**src/rtl/cdseq_pkg.sv**
```systemverilog
package cdseq_pkg;
  typedef enum logic [1:0] {
    XP_STOP  = 2'b00,
    XP_PLAY  = 2'b01,
    XP_PAUSE = 2'b10
  } xport_e;

  typedef enum logic [1:0] {
    RP_OFF = 2'd0,
    RP_ONE = 2'd1,
    RP_ALL = 2'd2
  } rpt_e;
endpackage

```
**src/rtl/cdseq_lfsr.sv**
```systemverilog
module cdseq_lfsr #(
  parameter int LW = 16,
  parameter logic [LW-1:0] TAPS = 16'hB400,
  parameter logic [LW-1:0] SEED = 16'hACE1
) (
  input  logic          clk,
  input  logic          rst_n,
  output logic [LW-1:0] rnd
);
  // Galois form, advanced every cycle so the draw depends on command timing
  always_ff @(posedge clk) begin
    if (!rst_n) rnd <= SEED;
    else if (rnd[0]) rnd <= (rnd >> 1) ^ TAPS;
    else rnd <= rnd >> 1;
  end
endmodule

```
**src/rtl/cdseq_pick.sv**
```systemverilog
module cdseq_pick #(
  parameter int TW = 8,
  parameter int LW = 16
) (
  input  logic [LW-1:0] rnd,
  input  logic [TW-1:0] ntracks,
  input  logic [TW-1:0] cur,
  output logic [TW-1:0] pick
);
  localparam int HW = LW / 2;

  logic [LW-1:0] div;
  logic [LW-1:0] rot;
  logic [TW-1:0] first;
  logic [TW-1:0] second;

  always_comb begin
    div    = (ntracks == '0) ? LW'(1) : LW'(ntracks);
    rot    = {rnd[HW-1:0], rnd[LW-1:HW]};
    first  = TW'(rnd % div) + TW'(1);
    second = TW'(rot % div) + TW'(1);
    if (ntracks == '0)     pick = TW'(1);
    else if (first == cur) pick = second;   // one redraw from the swapped halves
    else                   pick = first;
  end
endmodule

```
**src/rtl/cdseq_playlist.sv**
```systemverilog
module cdseq_playlist #(
  parameter int TW    = 8,
  parameter int DEPTH = 16,
  parameter int NRD   = 3,
  localparam int AW   = $clog2(DEPTH),
  localparam int CW   = $clog2(DEPTH + 1)
) (
  input  logic          clk,
  input  logic          rst_n,
  input  logic          wr_en,
  input  logic [TW-1:0] wr_data,
  input  logic          clr,
  input  logic [AW-1:0] rd_addr [NRD],
  output logic [TW-1:0] rd_data [NRD],
  output logic [CW-1:0] count,
  output logic          full_flag
);
  logic [TW-1:0] mem [DEPTH];
  logic          at_cap;

  assign at_cap = (count == CW'(DEPTH));

  always_ff @(posedge clk) begin
    if (!rst_n) begin
      count     <= '0;
      full_flag <= 1'b0;
    end else if (clr) begin
      count     <= '0;
      full_flag <= 1'b0;
    end else if (wr_en) begin
      if (at_cap) full_flag <= 1'b1;
      else        count     <= count + CW'(1);
    end
  end

  always_ff @(posedge clk) begin
    if (wr_en && !clr && !at_cap) mem[count[AW-1:0]] <= wr_data;
  end

  for (genvar g = 0; g < NRD; g++) begin : g_rd
    assign rd_data[g] = mem[rd_addr[g]];
  end
endmodule

```
**src/rtl/cd_mode_sequencer.sv**
```systemverilog
module cd_mode_sequencer
  import cdseq_pkg::*;
#(
  parameter int TW    = 8,
  parameter int DEPTH = 16,
  parameter int LW    = 16
) (
  input  logic          clk,
  input  logic          rst_n,
  input  logic          cmd_play,
  input  logic          cmd_stop,
  input  logic          cmd_next,
  input  logic          cmd_prev,
  input  logic          cmd_repeat,
  input  logic          cmd_prog,
  input  logic          cmd_clear,
  input  logic          cmd_random,
  input  logic          hold_fwd,
  input  logic          hold_rev,
  input  logic          track_end,
  input  logic [TW-1:0] disc_tracks,
  output logic [TW-1:0] req_track,
  output logic [1:0]    xport_state,
  output logic          ind_play,
  output logic          ind_prog,
  output logic          ind_rpt_one,
  output logic          ind_rpt_all,
  output logic          ind_random_n,
  output logic          prog_full,
  output logic          scan_fwd,
  output logic          scan_rev
);
  localparam int AW = $clog2(DEPTH);
  localparam int CW = $clog2(DEPTH + 1);

  xport_e        st;
  rpt_e          rpt;
  logic          rnd_on;
  logic [TW-1:0] trk;
  logic [AW-1:0] pidx;

  logic [CW-1:0] count;
  logic          full;
  logic          prog_on;
  logic [AW-1:0] last_idx, pidx_inc, pidx_dec;
  logic [AW-1:0] rd_addr [3];
  logic [TW-1:0] rd_data [3];
  logic [TW-1:0] disc_inc, disc_dec;
  logic [LW-1:0] rnd;
  logic [TW-1:0] pick;
  logic          loaded;

  always_comb begin
    prog_on  = (count != '0);
    last_idx = AW'(count - CW'(1));
    pidx_inc = (pidx == last_idx) ? '0 : pidx + AW'(1);
    pidx_dec = (pidx == '0) ? last_idx : pidx - AW'(1);
    disc_inc = (trk >= disc_tracks) ? TW'(1) : trk + TW'(1);
    if (disc_tracks == '0)  disc_dec = trk;
    else if (trk <= TW'(1)) disc_dec = disc_tracks;
    else                    disc_dec = trk - TW'(1);
    rd_addr[0] = '0;
    rd_addr[1] = pidx_inc;
    rd_addr[2] = pidx_dec;
    loaded     = (st != XP_STOP);
  end

  cdseq_playlist #(.TW(TW), .DEPTH(DEPTH), .NRD(3)) u_list (
    .clk(clk), .rst_n(rst_n),
    .wr_en(cmd_prog && st == XP_STOP), .wr_data(trk), .clr(cmd_clear),
    .rd_addr(rd_addr), .rd_data(rd_data), .count(count), .full_flag(full)
  );

  cdseq_lfsr #(.LW(LW)) u_lfsr (.clk(clk), .rst_n(rst_n), .rnd(rnd));

  cdseq_pick #(.TW(TW), .LW(LW)) u_pick (
    .rnd(rnd), .ntracks(disc_tracks), .cur(trk), .pick(pick)
  );

  // transport and track selection
  always_ff @(posedge clk) begin
    if (!rst_n) begin
      st   <= XP_STOP;
      trk  <= TW'(1);
      pidx <= '0;
    end else begin
      if (cmd_stop) begin
        st <= XP_STOP;
      end else if (cmd_play) begin
        case (st)
          XP_STOP: if (disc_tracks != '0) begin
            st <= XP_PLAY;
            if (rnd_on) trk <= pick;
            else if (prog_on) begin
              trk  <= rd_data[0];
              pidx <= '0;
            end
          end
          XP_PLAY: st <= XP_PAUSE;
          default: st <= XP_PLAY;
        endcase
      end else if (cmd_next) begin
        if (loaded && rnd_on) trk <= pick;
        else if (loaded && prog_on) begin
          pidx <= pidx_inc;
          trk  <= rd_data[1];
        end else trk <= disc_inc;
      end else if (cmd_prev) begin
        if (loaded && rnd_on) trk <= trk;
        else if (loaded && prog_on) begin
          pidx <= pidx_dec;
          trk  <= rd_data[2];
        end else trk <= disc_dec;
      end else if (track_end && st == XP_PLAY) begin
        if (rpt == RP_ONE) trk <= trk;
        else if (rnd_on) trk <= pick;
        else if (prog_on) begin
          if (pidx != last_idx) begin
            pidx <= pidx_inc;
            trk  <= rd_data[1];
          end else if (rpt == RP_ALL) begin
            pidx <= '0;
            trk  <= rd_data[0];
          end else begin
            st   <= XP_STOP;
            pidx <= '0;
            trk  <= TW'(1);
          end
        end else if (trk >= disc_tracks) begin
          trk <= TW'(1);
          if (rpt != RP_ALL) st <= XP_STOP;
        end else trk <= trk + TW'(1);
      end
      if (cmd_clear) pidx <= '0;
    end
  end

  // mode registers
  always_ff @(posedge clk) begin
    if (!rst_n) begin
      rpt    <= RP_OFF;
      rnd_on <= 1'b0;
    end else begin
      if (cmd_repeat) begin
        case (rpt)
          RP_OFF:  rpt <= RP_ONE;
          RP_ONE:  rpt <= RP_ALL;
          default: rpt <= RP_OFF;
        endcase
      end
      if (cmd_random) rnd_on <= ~rnd_on;
    end
  end

  assign req_track    = trk;
  assign xport_state  = st;
  assign ind_play     = (st == XP_PLAY);
  assign ind_prog     = prog_on;
  assign ind_rpt_one  = (rpt == RP_ONE);
  assign ind_rpt_all  = (rpt == RP_ALL);
  assign ind_random_n = ~rnd_on;
  assign prog_full    = full;
  assign scan_fwd     = loaded && hold_fwd && !hold_rev;
  assign scan_rev     = loaded && hold_rev && !hold_fwd;
endmodule

```
**config.mk**
```make
export PLATFORM = sky130hd
export DESIGN_NAME = cd_mode_sequencer
export DESIGN_NICKNAME = d
export VERILOG_FILES = /design/src/rtl/cdseq_pkg.sv /design/src/rtl/cdseq_lfsr.sv /design/src/rtl/cdseq_pick.sv /design/src/rtl/cdseq_playlist.sv /design/src/rtl/cd_mode_sequencer.sv
export SDC_FILE = /design/constraint.sdc
export NUM_CORES = 1
export LEC_CHECK = 0
export ABC_AREA = 1
export BUFFER_PORTS_ARGS = -buffer_cell sky130_fd_sc_hd__buf_2
export CAP_MARGIN = 20
export CORE_MARGIN = 1.5
export CORE_UTILIZATION = 56
export DETAILED_ROUTE_END_ITERATION = 8
export GPL_TIMING_DRIVEN = 1
export MAX_ROUTING_LAYER = met4
export PLACE_DENSITY = 0.75
export SLEW_MARGIN = 20
export SYNTH_ARGS = -nofsm -noshare
export SYNTH_HDL_FRONTEND = slang
export SYNTH_HIERARCHICAL = 1
export SYNTH_SLANG_ARGS = --single-unit
```
**constraint.sdc**
```tcl
create_clock -name clk -period 34.8 [get_ports clk]
set_input_delay 6.96 -clock clk [delete_from_list [all_inputs] [get_ports clk]]
set_output_delay 6.96 -clock clk [all_outputs]
set_load 0.02 [all_outputs]
```
# Word-level counts from Yosys, hierarchy flattened

Memories as Yosys holds them, arrays and structs flattened.
Cells that the tools add are included.

Register bits after elaboration: 39
Memory bits (writable): 128
Bits of input ports: 21
Output and inout port bits: 18
Word-level logic and storage cells: 145
Memories kept: 1

Memories:

| name       | words | width | rd ports | clocked after memory_dff | wr ports | RTL line             | text |
|---|---|---|---|---|---|---|---|
| u_list.mem | 16    | 8     | 3        | 0                        | 1        | cdseq_playlist.sv:18 | `logic [TW-1:0] mem [DEPTH];` |

Add/subtract/negate cells: 8
Div/mod/pow operators: 2
Magnitude comparators: 2
Equality and inequality tests: 28
Mux-type cells: 58
Bitwise operators: 5
Reductions and logical operators: 33

Operators with widths:

| kind                                                 | count |
|---|---|
| two-way mux 8 bit                                    | 23 |
| two-way mux 4 bit                                    | 18 |
| modulo 16 x 16 -> 16 bit                             | 2 |
| adder 8 x 1 -> 8 bit (second input constant)         | 3 |
| two-way mux 2 bit                                    | 12 |
| two-way mux 16 bit                                   | 1 |
| != test 3 bit (second input constant)                | 5 |
| AND reduction 13 bit                                 | 1 |
| != test 2 bit (second input constant)                | 6 |
| logical AND 1 bit                                    | 10 |
| AND reduction 10 bit                                 | 1 |
| != test 3 x 2 -> 1 bit (second input constant)       | 3 |
| nonzero test 3 bit                                   | 3 |
| equality test 8 bit                                  | 1 |
| >= comparator 8 bit                                  | 1 |
| <= comparator 8 x 1 -> 1 bit (second input constant) | 1 |
| zero test 8 bit                                      | 1 |
| != test 4 bit (second input constant)                | 2 |
| case mux 2 bit (2 select lines)                      | 2 |
| AND reduction 8 bit                                  | 1 |
| nonzero test 8 bit                                   | 1 |
| subtractor 4 x 1 -> 4 bit (second input constant)    | 2 |
| subtractor 8 x 1 -> 8 bit (second input constant)    | 1 |
| != test 2 x 1 -> 1 bit (second input constant)       | 3 |
| 20 further kinds                                     | 32 |

# Longest topological paths before layout

Depth after elaboration: 13
Gate-level depth with buffers: 222

# Modules after synthesis

Netlist, hierarchy kept.

Modules (own cells, without submodules):

| module            | instances | cells an instance | area each (um^2) | sequential area each (um^2) |
|---|---|---|---|---|
| cdseq_pick        | 1         | 2147              | 12012.8          | 0.0 |
| cdseq_playlist    | 1         | 1158              | 8579.5           | 3963.8 |
| cd_mode_sequencer | 1         | 492               | 2655.0           | 340.3 |
| cdseq_lfsr        | 1         | 56                | 511.7            | 320.3 |

# Worst setup path before layout

OpenSTA, ideal clock, no wires.

Path kind: in2reg
Start: in disc_tracks[2]
End: reg trk[0], in the netlist req_track[0]
Library setup time: 0.116 ns
Data arrival time: 32.658 ns
Setup slack: 2.027 ns
Stages: 196
Cells stage by stage: inv_1 nand2_1 nor2_2 inv_2 o21ai_1 inv_1 ha_1 nand2_2 nand2_1 nand2_1 nand2_1 nand2_1 ha_1 nand2_2 nand2_1 nand2_2 nand2_2 nand2_1 (+160 left out) ha_1 xnor2_1 nand3_1 nor2_1 nand2_2 nor2_8 nand3_2 buf_6 nand2_1 nand3_1 nand2_1 nor2_1 a21oi_1 o21ai_0 a21oi_1 nand2_1 nand2_1 nand2_1

Cells in the longest elaborated chain, start to end: 13
Elaborated cells on any way between the ends: 27
Classes of those cells: add/sub (2); div (2); order compare (1); eq/ne (3); mux (16); reduce/logical (3)

Ends and longest elaborated chain:

| item                     | RTL line                           | text |
|---|---|---|
| start, declared          | cd_mode_sequencer.sv:21            | `input logic [TW-1:0] disc_tracks,` |
| zero test 8 bit          | cdseq_pick.sv:18, cdseq_pick.sv:22 |  |
| two-way mux 8 bit        | cdseq_pick.sv:18                   | `div = (ntracks == '0) ? LW'(1) : LW'(ntracks);` |
| modulo 16 x 16 -> 16 bit | cdseq_pick.sv:20                   | `first = TW'(rnd % div) + TW'(1);` |
| adder 8 x 1 -> 8 bit     | cdseq_pick.sv:20                   |  |
| equality test 8 bit      | cdseq_pick.sv:23                   | `else if (first == cur) pick = second;` |
| two-way mux 8 bit        | cdseq_pick.sv:23                   |  |
| two-way mux 8 bit (*)    | cdseq_pick.sv:22                   | `if (ntracks == '0) pick = TW'(1);` |
| named net pick[0]        | cd_mode_sequencer.sv:50            | `logic [TW-1:0] pick;` |
| two-way mux 8 bit        | cd_mode_sequencer.sv:116           | `else if (rnd_on) trk <= pick;` |
| two-way mux 8 bit        | cd_mode_sequencer.sv:115           | `if (rpt == RP_ONE) trk <= trk;` |
| two-way mux 8 bit        | cd_mode_sequencer.sv:114           | `end else if (track_end && st == XP_PLAY) begin` |
| two-way mux 8 bit        | cd_mode_sequencer.sv:108           | `end else if (cmd_prev) begin` |
| two-way mux 8 bit        | cd_mode_sequencer.sv:102           | `end else if (cmd_next) begin` |
| two-way mux 8 bit (*)    | cd_mode_sequencer.sv:89            | `end else if (cmd_play) begin` |
| end signal, assigned     | cd_mode_sequencer.sv:103           | `if (loaded && rnd_on) trk <= pick;` |
| end signal, assigned     | cd_mode_sequencer.sv:109           | `if (loaded && rnd_on) trk <= trk;` |
| end signal, assigned     | cd_mode_sequencer.sv:115           |  |
| end, declared            | cd_mode_sequencer.sv:39            | `logic [TW-1:0] trk;` |

Mark *: on every way through the listed nets, which the timed path passes. The rest lies on a longest branch. The select of a mux whose other input is x is not followed.
A chain may end at the register's enable or synchronous reset.

# Final worst setup path

Start: in disc_tracks[5]
End: reg trk[0], in the netlist req_track[0]

The elaborated chain is that of the path after synthesis.

==> results.md <==
* Outcome: finished, final reports clean
* Post-DRT Antenna Nets at 0
* Final Max Slew Viols at 0
* Final Util at 0.615
* Cells after DPL at 4375
* Slew of the pin with the lowest slew margin at 0.992 ns
* Final cell count without fillers at 4456
* Root Buffer: clkbuf_16
* Post-synth top flop: edfxtp_1
* CTS sink cnt at 167
* CP Class: in2reg
* Total of max-cap violations at 0
* Share of the yosys chip area belonging to registers at 0.195
* Number of global-route vias before repair at 23.0k
* Die area at 43700 um2
* Worst path slowest cell: o21ai_0
* Yosys reg bits at 167
* Grt total ovfl at 0
* First-pass GRT wire length at 117 mm
* Synth warn at 6
* Critical Path RT at 35.13 ns
* Syn avg cell area at 6.17 um2
* FP Rows at 75
* CP Max Fanout at 12
* Initial antenna violation count at 0
* Syn Inst Count at 3853
* CTS clk-pin slew, worst paths at 0.07 ns
* WP data arrival at 33.01 ns
* Post-DP HPWL at 52.8 mm
* ANT cells at 0
* CORE AREA at 41900 um2
* Final min period at 32.68 ns
* Capturing element type of the critical path: flop
* Max Clk Rate at 30.6 MHz
* TritonCTS clock tree: yes
* Final worst-path cycle share at 0.939
* Drt first pass iters at 8
* Area Growth Syn to Fin at 8.58%
* Cell area after synthesis at 23800 um2
* Max Root-Sink Buffers at 2
* GP Congestion at 1.01
* All-layer global routing usage at 0.342
* Detailed-route wire length per cell at 16.9 um
* Die H at 209 um
* Residual DRC at 0
* First DRT Iteration DRCs at 2816
* Cell area after layout at 25800 um2
* Post-synth cell types at 65
* Worst hold margin at 0.453 ns
* Pin count of the biggest net entering global routing at 67
* Ys async rst share at 0
* Final Hold Fails at 0
* Hold_buf cts at 0
* Setup violations, final at 0
* Nets at 4120
* Io pins at 39
* IO Port Bufs at 38
* Critical path launch point type: input pin
* CP dominant cell by count: nand2_1
* H-tree lvl count at 4
* Die X at 209 um
* Hold Path Class: reg2reg
* Placed cell area at 24200 um2
* Final Skew at 0.0131 ns
* CP peak stage delay at 0.38 ns
* Fillcell total at 4019
* Max-slew headroom at 0.336
* Initial Util at 0.566
* Number of synthesized flops with an enable pin at 128
* Via count at 25.5k
* Worst skew pair latency at 0.44 ns
* Num CTS Buffers at 17
* Layout cells sized above 1 at 0.124
* Final WL at 75.2 mm
* Vias/cell at 5.72
==> logic make-up after synthesis <==
| family | share of synthesized area |
|---|---|
| AOI/OAI and AO/OA | 0.0957 |
| xor gates and xnor gates | 0.0479 |
| adders and majority gates | 0.103 |
| buffers and inverters | 0.125 |
| DFF | 0.195 |
| other | 0.000158 |
| and+or+nand+nor | 0.434 |
==> registers in the layout (all words and copies together), names as in the netlist <==
register          count
u_list/full_flag      1
u_lfsr/rnd           16
u_list/mem          128
pidx                  4
rnd_on                1
xport_state           2
u_list/count          5
rpt                   2
req_track             8
==> cell type report <==
class	instances	area, um2	area share
clock buffer	19	433	0.0168
clock inverter	13	143	0.00553
inverter	567	2170	0.0842
multi-input combinational	3013	16800	0.651
sequential	167	4620	0.179
tap	539	674	0.0261
timing repair buffer	137	953	0.0370
timing repair inverter	1	5.00	0.000194
==> critical path, delay by kind of cell <==
kind | cells | cell delay [ns]
compound gates | 60 | 9.53
fa+ha+maj | 16 | 4.73
buf+inv | 22 | 1.92
simple gates | 95 | 9.87
==> worst paths after layout <==
kind	from	end	slack, ns	cells past startpoint
setup / recovery	disc_tracks[5]	req_track[0]	2.12	193
hold / removal	u_list/full_flag	u_list/full_flag	0.45	2
setup reg to reg	u_lfsr/rnd[15]	req_track[0]	8.96	185
hold reg to reg	u_list/full_flag	u_list/full_flag	0.45	2
==> repair_timing <==
item,4_1_cts,5_1_grt
setup buffers,0,48
endpoints found under the hold margin,0,0
resized for setup,0,155
endpoints found under the setup margin,0,8
==> cell usage after synthesis, types with 17 or more instances <==
| master | instances | area share |
|---|---|---|
| nor3_1 | 17 | 0.0036 |
| a21o_1 | 26 | 0.0082 |
| nand3b_1 | 17 | 0.0054 |
| dfxtp_1 | 39 | 0.033 |
| nor2_1 | 183 | 0.029 |
| ha_1 | 193 | 0.10 |
| buf_6 | 32 | 0.015 |
| nand4_1 | 48 | 0.013 |
| xnor2_1 | 66 | 0.024 |
| edfxtp_1 | 128 | 0.16 |
| buf_2 | 49 | 0.010 |
| o21bai_1 | 20 | 0.0063 |
| or2_2 | 23 | 0.0061 |
| nand2_2 | 51 | 0.013 |
| a21oi_1 | 112 | 0.024 |
| o21ai_0 | 149 | 0.031 |
| o21ai_1 | 28 | 0.0059 |
| nand2_1 | 1284 | 0.20 |
| nand3_1 | 568 | 0.12 |
| xor2_1 | 64 | 0.024 |
| nor2_4 | 19 | 0.0090 |
| inv_2 | 42 | 0.0066 |
| nand2_4 | 19 | 0.0090 |
| nand3_2 | 21 | 0.0088 |
| inv_1 | 516 | 0.082 |
==> layer usage <==
metal	routed length, um	up-vias	track usage
met5	0	-	-
met2	34800	1220	0.562
met3	5880	272	0.0383
met4	4690	0	0.204
met1	29900	11400	0.405
li1	-	12600	-
==> cells in the final DEF (no fill, tap or decap), types with 39 or more instances in the layout <==
cell type	Yosys	routed
xor2_1	64	64
dfxtp_1	39	39
nand2_2	51	58
o21ai_0	149	119
nand2_1	1284	1273
inv_2	42	40
edfxtp_1	128	128
ha_1	193	183
nand3_1	568	563
inv_1	516	511
buf_4	15	96
xnor2_1	66	66
o21ai_1	28	44
a21oi_1	112	90
nor2_1	183	169
nand4_1	48	48
==> metrics by stage <==
stage	TNS, ns	setup WS (ns)
floorplan	0	2.03
global placement	0	0.370
detailed placement	-1.89	-0.310
CTS	0	0.0323
global route	-1.92	-0.357
finish	0	2.12
Power is not shown: default switching activity piles up to over one toggle a cycle in this logic, so the estimate is an artifact.
